### config.mk
export PLATFORM = sky130hd
export DESIGN_NAME = rro_checked_alu
export DESIGN_NICKNAME = d
export VERILOG_FILES = /design/src/rtl/rro_pkg.sv /design/src/rtl/rro_slice.sv /design/src/rtl/rro_ring.sv /design/src/rtl/rro_rotate.sv /design/src/rtl/rro_seq.sv /design/src/rtl/rro_checked_alu.sv
export SDC_FILE = /design/constraint.sdc
export NUM_CORES = 1
export LEC_CHECK = 0
export BUFFER_PORTS_ARGS = -buffer_cell sky130_fd_sc_hd__clkbuf_2
export CAP_MARGIN = 10
export CORE_ASPECT_RATIO = 1.2
export CORE_MARGIN = 2
export CORE_UTILIZATION = 40
export CTS_CLUSTER_SIZE = 40
export DETAILED_ROUTE_END_ITERATION = 7
export RECOVER_POWER = 25
export SLEW_MARGIN = 20
export SYNTH_ARGS = -nofsm -noshare
export SYNTH_HDL_FRONTEND = slang
export SYNTH_HIERARCHICAL = 1
export SYNTH_SLANG_ARGS = --single-unit
### constraint.sdc
create_clock -name clk -period 18.2 [get_ports clk]
set_input_delay 2.73 -clock clk [delete_from_list [all_inputs] [get_ports clk]]
set_output_delay 2.73 -clock clk [all_outputs]
set_load 0.01 [all_outputs]
### src/rtl/rro_pkg.sv
package rro_pkg;

  typedef enum logic [2:0] {
    RRO_ADD  = 3'd0,
    RRO_AND  = 3'd1,
    RRO_OR   = 3'd2,
    RRO_XOR  = 3'd3,
    RRO_NOTA = 3'd4
  } rro_op_e;

  // One bit slice: returns {carry_out, sum}. Unused codes yield zero.
  function automatic logic [1:0] slice_eval(logic [2:0] op, logic a, logic b, logic cin);
    logic [1:0] r;
    case (op)
      RRO_ADD:  r = {(a & b) | (cin & (a ^ b)), a ^ b ^ cin};
      RRO_AND:  r = {1'b0, a & b};
      RRO_OR:   r = {1'b0, a | b};
      RRO_XOR:  r = {1'b0, a ^ b};
      RRO_NOTA: r = {1'b0, ~a};
      default:  r = 2'b00;
    endcase
    return r;
  endfunction

endpackage

### src/rtl/rro_slice.sv
module rro_slice
  import rro_pkg::*;
(
  input  logic [2:0] op,
  input  logic       a,
  input  logic       b,
  input  logic       cin,
  input  logic       force_en,
  input  logic       force_val,
  output logic       s,
  output logic       cout
);
  logic [1:0] raw;

  always_comb begin
    raw  = slice_eval(op, a, b, cin);
    cout = raw[1];
    s    = force_en ? force_val : raw[0];
  end
endmodule

### src/rtl/rro_ring.sv
module rro_ring
  import rro_pkg::*;
#(
  parameter int W = 9
) (
  input  logic [2:0]   op,
  input  logic [W-1:0] a_w,
  input  logic [W-1:0] b_w,
  input  logic [W-1:0] force_mask,
  input  logic         force_val,
  output logic [W-1:0] sum_o,
  output logic         ok_o
);
  // Carry leaving the last physical slice, found by a carry-only lap that
  // starts from zero; the zero slice kills the carry, so this value is exact.
  function automatic logic lap_carry(logic [2:0] o, logic [W-1:0] x, logic [W-1:0] y);
    logic       c;
    logic [1:0] r;
    c = 1'b0;
    for (int i = 0; i < W; i++) begin
      r = slice_eval(o, x[i], y[i], c);
      c = r[1];
    end
    return c;
  endfunction

  logic [W:0] c;

  assign c[0] = lap_carry(op, a_w, b_w);

  for (genvar i = 0; i < W; i++) begin : g_slice
    rro_slice u_slice (
      .op        (op),
      .a         (a_w[i]),
      .b         (b_w[i]),
      .cin       (c[i]),
      .force_en  (force_mask[i]),
      .force_val (force_val),
      .s         (sum_o[i]),
      .cout      (c[i+1])
    );
  end

  // The carry closing the ring must agree with the one fed into slice 0.
  assign ok_o = (c[W] == c[0]);
endmodule

### src/rtl/rro_rotate.sv
module rro_rotate #(
  parameter int W    = 9,
  parameter int K    = 3,
  parameter bit LEFT = 1'b1
) (
  input  logic [W-1:0] d_i,
  output logic [W-1:0] q_o
);
  localparam int SH = K % W;

  for (genvar i = 0; i < W; i++) begin : g_bit
    if (LEFT) begin : g_l
      assign q_o[(i + SH) % W] = d_i[i];
    end else begin : g_r
      assign q_o[i] = d_i[(i + SH) % W];
    end
  end
endmodule

### src/rtl/rro_seq.sv
module rro_seq (
  input  logic clk,
  input  logic rst_n,
  input  logic start_i,
  output logic accept_o,
  output logic busy_o,
  output logic done_o
);
  assign accept_o = start_i & ~busy_o;

  always_ff @(posedge clk) begin
    if (!rst_n) begin
      busy_o <= 1'b0;
      done_o <= 1'b0;
    end else begin
      busy_o <= accept_o;
      done_o <= busy_o;
    end
  end
endmodule

### src/rtl/rro_checked_alu.sv
module rro_checked_alu
  import rro_pkg::*;
#(
  parameter int N = 8,
  parameter int K = 3
) (
  input  logic         clk,
  input  logic         rst_n,
  input  logic         start_i,
  input  logic [2:0]   op_i,
  input  logic [N-1:0] a_i,
  input  logic [N-1:0] b_i,
  input  logic [N:0]   tst_force_mask_i,
  input  logic         tst_force_val_i,
  output logic [N-1:0] result_o,
  output logic         carry_o,
  output logic         done_o,
  output logic         err_o
);
  localparam int W = N + 1;

  logic         accept, busy;
  logic [N-1:0] a_q, b_q;
  logic [2:0]   op_q;
  logic [W-1:0] pass1_q;
  logic         err_q;

  logic [W-1:0] a_rot, b_rot, ring_a, ring_b, ring_sum, recovered;
  logic [2:0]   ring_op;
  logic         ring_ok, mismatch, fault_any;

  rro_seq u_seq (
    .clk      (clk),
    .rst_n    (rst_n),
    .start_i  (start_i),
    .accept_o (accept),
    .busy_o   (busy),
    .done_o   (done_o)
  );

  rro_rotate #(.W(W), .K(K), .LEFT(1'b1)) u_rot_a (.d_i({1'b0, a_q}), .q_o(a_rot));
  rro_rotate #(.W(W), .K(K), .LEFT(1'b1)) u_rot_b (.d_i({1'b0, b_q}), .q_o(b_rot));

  // Pass one reads the ports, pass two the rotated captured operands.
  assign ring_a  = busy ? a_rot : {1'b0, a_i};
  assign ring_b  = busy ? b_rot : {1'b0, b_i};
  assign ring_op = busy ? op_q  : op_i;

  rro_ring #(.W(W)) u_ring (
    .op         (ring_op),
    .a_w        (ring_a),
    .b_w        (ring_b),
    .force_mask (tst_force_mask_i),
    .force_val  (tst_force_val_i),
    .sum_o      (ring_sum),
    .ok_o       (ring_ok)
  );

  rro_rotate #(.W(W), .K(K), .LEFT(1'b0)) u_rot_back (.d_i(ring_sum), .q_o(recovered));

  assign mismatch  = (recovered != pass1_q) | ~ring_ok;
  assign fault_any = |tst_force_mask_i;

  always_ff @(posedge clk) begin
    if (!rst_n) begin
      a_q     <= '0;
      b_q     <= '0;
      op_q    <= RRO_ADD;
      pass1_q <= '0;
      err_q   <= 1'b0;
    end else if (accept) begin
      a_q     <= a_i;
      b_q     <= b_i;
      op_q    <= op_i;
      pass1_q <= ring_sum;
      err_q   <= 1'b0;
    end else if (busy) begin
      err_q   <= mismatch;
    end
  end

  assign result_o = pass1_q[N-1:0];
  assign carry_o  = (op_q == RRO_ADD) & pass1_q[N];
  assign err_o    = err_q;
endmodule

### Word-level counts from Yosys, hierarchy flattened

Cells that the tools add are included.

* flip-flop bits (word level): 31
* input port bits: 32
* output and inout port bits: 11
* logic and storage cells: 139

* eq/ne operators: 6
* mux-type cells: 30
* bitwise gates (word level): 93
* reduce and logical (&&, ||, !) cells: 3

Operator list (number)
* $pmux W2 S5: 18
* $and A1 B1 Y1: 28
* $or A1 B1 Y1: 27
* $xor A1 B1 Y1: 26
* $mux W9: 2
* $not A1 Y1: 12
* $mux W1: 9
* $ne A9 B9 Y1: 1
* $eq A3 B2 Y1 const B: 2
* $logic_not A3 Y1: 2
* $eq A3 B1 Y1 const B: 1
* $eq A3 B3 Y1 const B: 1
* $mux W3: 1
* $reduce_or A2 Y1: 1
* $eq A1 B1 Y1: 1

### Logic depth before layout (Yosys ltp)

* depth after elaboration: 57
* depth in mapped cells: 40

### By module

Netlist, hierarchy kept.

Modules (own cells, without submodules)
* rro_checked_alu: instances 1, cells each 139, area each 1514.0 sq um, seq. area each 580.6 sq um
* rro_slice: instances 9, cells each 18, area each 136.4 sq um, seq. area each 0.0 sq um
* rro_ring: instances 1, cells each 28, area each 237.7 sq um, seq. area each 0.0 sq um
* rro_rotate: instances 3, cells each 9, area each 67.6 sq um, seq. area each 0.0 sq um
* rro_seq: instances 1, cells each 5, area each 66.3 sq um, seq. area each 40.0 sq um

### Worst setup path before layout

OpenSTA, ideal clock, no wires.

* kind: input-to-reg
* start point: input port op_i[1]
* end point: register err_q, in the netlist err_o
* arrival: 10603 ps
* required time: 18071 ps
* slack: 7468 ps
* cell stages on the path: 35
* buffers on the path: 0
* path through: mux2_1 -> or3_4 -> a21oi_1 -> inv_1 -> fa_1 -> nor4_1 -> inv_1 -> fa_1 -> nor4_1 -> inv_1 -> fa_1 -> nor4_1 -> inv_1 -> fa_1 -> nor4_1 -> inv_1 -> fa_1 -> nor4_1 -> inv_1 -> fa_1 -> nor4_1 -> inv_1 -> fa_1 -> nor4_1 -> inv_1 -> fa_1 -> nor4_1 -> inv_1 -> fa_1 -> nor4_1 -> nor3_1 -> a221o_1 -> a211oi_2 -> and3_1 -> a31oi_1

* longest elaborated chain between the ends: 57

RTL lines
* start: declaration: line rro_checked_alu.sv:10 `input logic [2:0] op_i,`
* $mux W3 (*): line rro_checked_alu.sv:47 `assign ring_op = busy ? op_q : op_i;`
* $eq A3 B3 Y1 (tied with other cells): line rro_pkg.sv:14 `case (op)`
* $pmux W2 S5: line rro_pkg.sv:14
* $and A1 B1 Y1: line rro_pkg.sv:15 `RRO_ADD: r = {(a & b) | (cin & (a ^ b)), a ^ b ^ cin};`
* $or A1 B1 Y1: line rro_pkg.sv:15
* $pmux W2 S5: line rro_pkg.sv:14
* $and A1 B1 Y1: line rro_pkg.sv:15
* $or A1 B1 Y1: line rro_pkg.sv:15
* [19 not listed]
* via u_ring.c[0]: line rro_ring.sv:27 `logic [W:0] c;`
* [3 not listed]
* via u_ring.c[1]: line rro_ring.sv:27
* [3 not listed]
* via u_ring.c[2]: line rro_ring.sv:27
* [3 not listed]
* via u_ring.c[3]: line rro_ring.sv:27
* [3 not listed]
* via u_ring.c[4]: line rro_ring.sv:27
* [3 not listed]
* via u_ring.c[5]: line rro_ring.sv:27
* [3 not listed]
* via u_ring.c[6]: line rro_ring.sv:27
* [3 not listed]
* via u_ring.c[7]: line rro_ring.sv:27
* [3 not listed]
* via u_ring.c[8]: line rro_ring.sv:27
* $and A1 B1 Y1 (*): line rro_pkg.sv:15
* $or A1 B1 Y1 (*): line rro_pkg.sv:15
* $pmux W2 S5 (*): line rro_pkg.sv:14
* via u_ring.c[9]: line rro_ring.sv:27
* $eq A1 B1 Y1 (*): line rro_ring.sv:45 `assign ok_o = (c[W] == c[0]);`
* via ring_ok: line rro_checked_alu.sv:30 `logic ring_ok, mismatch, fault_any;`
* $not A1 Y1 (*): line rro_checked_alu.sv:61 `assign mismatch = (recovered != pass1_q) | ~ring_ok;`
* $or A1 B1 Y1 (*): line rro_checked_alu.sv:61
* end signal: assignment: line rro_checked_alu.sv:78 `err_q <= mismatch;`
* end: declaration: line rro_checked_alu.sv:26 `logic err_q;`

The timed path passes the listed nets; every way through them passes the cells marked *.
A chain may end at the register's enable or synchronous reset.

### Worst setup path in the final report

* start point: input port b_i[5]
* end point: register err_q, in the netlist err_o

* longest elaborated chain between the ends: 44

RTL lines
* start: declaration: line rro_checked_alu.sv:12 `input logic [N-1:0] b_i,`
* $mux W9 (*): line rro_checked_alu.sv:46 `assign ring_b = busy ? b_rot : {1'b0, b_i};`
* via ring_b[5]: line rro_checked_alu.sv:28 `logic [W-1:0] a_rot, b_rot, ring_a, ring_b, ring_sum, recovered;`
* $xor A1 B1 Y1: line rro_pkg.sv:15
* $and A1 B1 Y1: line rro_pkg.sv:15
* $or A1 B1 Y1 (*): line rro_pkg.sv:15
* $pmux W2 S5 (*): line rro_pkg.sv:14
* $and A1 B1 Y1 (*): line rro_pkg.sv:15
* $or A1 B1 Y1 (*): line rro_pkg.sv:15
* [7 not listed]
* via u_ring.c[0]: line rro_ring.sv:27
* [3 not listed]
* via u_ring.c[1]: line rro_ring.sv:27
* [3 not listed]
* via u_ring.c[2]: line rro_ring.sv:27
* [3 not listed]
* via u_ring.c[3]: line rro_ring.sv:27
* [3 not listed]
* via u_ring.c[4]: line rro_ring.sv:27
* [3 not listed]
* via u_ring.c[5]: line rro_ring.sv:27
* [3 not listed]
* via u_ring.c[6]: line rro_ring.sv:27
* [3 not listed]
* via u_ring.c[7]: line rro_ring.sv:27
* [3 not listed]
* via u_ring.c[8]: line rro_ring.sv:27
* $and A1 B1 Y1 (*): line rro_pkg.sv:15
* $or A1 B1 Y1 (*): line rro_pkg.sv:15
* $pmux W2 S5 (*): line rro_pkg.sv:14
* via u_ring.c[9]: line rro_ring.sv:27
* $eq A1 B1 Y1 (*): line rro_ring.sv:45
* via ring_ok: line rro_checked_alu.sv:30
* $not A1 Y1 (*): line rro_checked_alu.sv:61
* $or A1 B1 Y1 (*): line rro_checked_alu.sv:61

Marks and branches as above.

==> impl_metrics.yaml <==
pwr:
  sw_frac_of_total: 0.331
  p_per_area_nw_per_um2: 64.7
  p_int_mw: 0.146
  pwr-share-clk: 0.327
  power.leakage_nw: 1.44
  finalPower_mw: 0.219
  p_seq_frac: 0.351
  pwr-share-comb: 0.322
  ir_drop_mv: 0.0248
  switching_power_mw: 0.0725
grt:
  track_usage: 0.170
  gr-total-overflow: 0
  grt_first_pass_wirelength_um: 11900
  grt_max_degree: 56
  grt_pass1_vias: 2385
  antenna_found_initial: 0
sta:
  period_needed_ps: 11080
  tightest_slew_ps: 1100
  rsz0062_at_grt: "false"
  setup_violations: 0
  finalCritPeriodShare: 0.609
  slew_viol_final: 0
  setup_tns_ps: 0
  slew_headroom: 0.267
  skew_ps: 10.3
  fmax_mhz: 90.2
  hold_viol_final: 0
cts:
  cts_buffers: 5
  path_clk_slew_ps: 70
  postCtsSetupRepairBufs: 0
  cts_tree: "built"
  cts.sinks: 31
  cts.path.max_buffers: 2
  h-tree-depth: 2
  cts_hold_buf: 0
  cts_root_buf: "clkbuf_8"
  cts_resized: 0
  clk_latency_ps: 280
synth:
  ys_seq_area_frac: 0.191
  ys_top_cells_by_area: "dfxtp_1 19%, mux2i_1 11%, ha_1 10%"
  synth.largest_area_cell: "dfxtp_1"
  yosysUniqueCellTypes: 42
  ys_ff_latch: 31
  avgSynthCellArea_um2: 9.00
  synth_top_area_frac: 0.191
  ys_warn_count: 6
  syn_area_um2: 3250
  synthCells: 361
route:
  wl_um: 7390
  drc: 0
  postRouteAntennaNets: 0
  vias_per_cell: 5.27
  post_drt_wl_per_cell_um: 15.8
  dr.pass1.iters: 4
  drtIter0Drc: 153
  vias: 2463
floorplanning:
  core-area_um2: 8020
  io_pins: 43
  die_y_um: 103
  chipWidth_um: 86.3
  start_util: 0.405
  dieArea_um2: 8860
  fp-row-count: 36
final_layout:
  n_fill_cell: 828
  drive_above_1_share: 0.191
  fin_util: 0.422
  nets: 438
  diodes: 0
  area_delta_synth_final_pct: 4.20
critical_path:
  crit_arrival_ps: 11300
  cp_max_fo: 4
  slowest_stage: "nor4_1"
  path_class: "input pin to register"
  timing.rr.start: "u_seq/busy_o"
  regToRegSetupSlack_ps: 8840
  cp-start-kind: "input pin"
  crit_start: "b_i[5]"
  cpPeakStageDelay_ps: 540
  setup.worst_path.end: "err_o"
  rr_worst_depth: 38
  r2r_end: "err_o"
  cp.required_ps: 18410
  endpoint_kind: "register"
job:
  maxCapViolations: 0
placed_design:
  globalplace.congestion: 0.802
  hpwl_um: 5400
  io_buffers: 42
worst_hold_path:
  worst_hold_path_type: "register to register"
  hold_start: "a_q[5]"
status:
  outcome: "finished, final reports clean"
==> power by group through the flow <==
stage	combinational (mW)	sequential [mW]	clock [mW]
after floorplan	0.0608	0.0765	0
after global placement	0.0699	0.0783	0
after detailed placement	0.0706	0.0783	0
after CTS	0.0711	0.0768	0.0734
after global routing	0.0788	0.0774	0.0765
final	0.0705	0.0768	0.0716
==> stage by stage <==
step	hold WS [ps]	cell area, um2	instances	setup WS [ps]
floorplan	484	3250	362	7470
global placement	492	3280	459	7040
detailed placement	503	3280	459	6880
CTS	522	3390	467	7140
global route	538	3380	467	6420
finish	518	3380	467	7120
==> per-layer routing <==
metal  up-vias  part of all wire  GRT usage
li1       1238                 -          -
met1      1179              0.46      0.221
met2        38              0.49      0.289
met3         8             0.022     0.0232
met4         0             0.022     0.0625
met5         -                 0          0
==> worst min-delay path by stage <==
stage | end | slack, ps | depth (start not counted)
after floorplan | a_q[0] | 480 | 2
after global placement | b_q[5] | 490 | 2
after detailed placement | a_q[5] | 500 | 2
after CTS | a_q[5] | 520 | 2
after global routing | a_q[7] | 540 | 2
final | a_q[5] | 520 | 2
==> area by class of cell <==
type,instances,area (um2),area share
flip-flops and latches,31,622,0.184
repair buffers,45,221,0.0654
clock inverters,2,35.0,0.0104
clock buffers,6,82.6,0.0244
inverters,29,109,0.0322
well taps,95,119,0.0351
multi-input cells,259,2200,0.649
==> layout by cell type, fill, tap and decap left out, types with 2 or more instances in the layout <==
| cell | synthesis | layout |
|---|---|---|
| a21oi_1 | 3 | 3 |
| a31oi_1 | 10 | 10 |
| a32oi_1 | 9 | 9 |
| and2_1 | 11 | 11 |
| and2b_2 | 10 | 10 |
| buf_4 | 37 | 3 |
| clkbuf_1 | 2 | 9 |
| clkbuf_2 | 0 | 33 |
| clkbuf_8 | 0 | 6 |
| conb_1 | 1 | 2 |
| dfxtp_1 | 31 | 30 |
| fa_1 | 9 | 9 |
| ha_1 | 26 | 26 |
| inv_1 | 29 | 29 |
| mux2_1 | 17 | 17 |
| mux2_2 | 2 | 2 |
| mux2i_1 | 37 | 37 |
| nand3_1 | 2 | 2 |
| nor2_1 | 27 | 27 |
| nor2b_1 | 29 | 29 |
| nor3_1 | 2 | 2 |
| nor4_1 | 11 | 11 |
| nor4_2 | 9 | 9 |
| o21ai_0 | 19 | 19 |
| xor2_1 | 8 | 8 |
==> kinds of logic (layout without fill, tap and decap cells) <==
logic type | count (synthesis) | count (layout) | share of synthesized area
flip-flops | 31 | 31 | 0.191
adder cells (fa/ha/maj) | 35 | 35 | 0.156
multiplexers | 56 | 56 | 0.180
XOR/XNOR | 9 | 9 | 0.0243
AO/OA/AOI/OAI | 47 | 47 | 0.0959
buffers and inverters | 72 | 82 | 0.134
AND/OR/NAND/NOR | 110 | 110 | 0.218
other | 1 | 2 | 0.00115
==> synth_stat cells (all sizes together) <==
| cell type | n |
|---|---|
| conb | 1 |
| nand4 | 1 |
| and3b | 1 |
| nor2 | 27 |
| nor4b | 1 |
| and3 | 1 |
| nor3 | 2 |
| a32oi | 9 |
| a21oi | 3 |
| fa | 9 |
| a31oi | 10 |
| ha | 26 |
| clkbuf | 2 |
| buf | 41 |
| nor3b | 1 |
| or2 | 1 |
| and2b | 10 |
| or3 | 1 |
| o21ai | 19 |
| a221o | 1 |
| nand2 | 1 |
| mux2i | 37 |
| xnor2 | 1 |
| inv | 29 |
| dfxtp | 31 |
| xor2 | 8 |
| and2 | 12 |
| nand3 | 2 |
| o21a | 1 |
| a211oi | 1 |
| nor2b | 29 |
| o211ai | 1 |
| mux2 | 19 |
| nor4 | 20 |
| a2111oi | 1 |
| o21bai | 1 |
==> state kept, by name, indices dropped and copies added (netlist names) <==
name / count
u_seq/busy_o: 1
pass1_q: 9
err_o: 1
u_seq/done_o: 1
op_q: 3
b_q: 8
a_q: 8
==> critical path, delay by kind of cell <==
family,cells,cell delay (ps)
adders and majority gates,10,3640
and+or+nand+nor,13,3040
buffers and inverters,10,860
AOI/OAI and AO/OA,5,670
muxes,1,360
No activity file was read; power rests on OpenSTA's default activity.
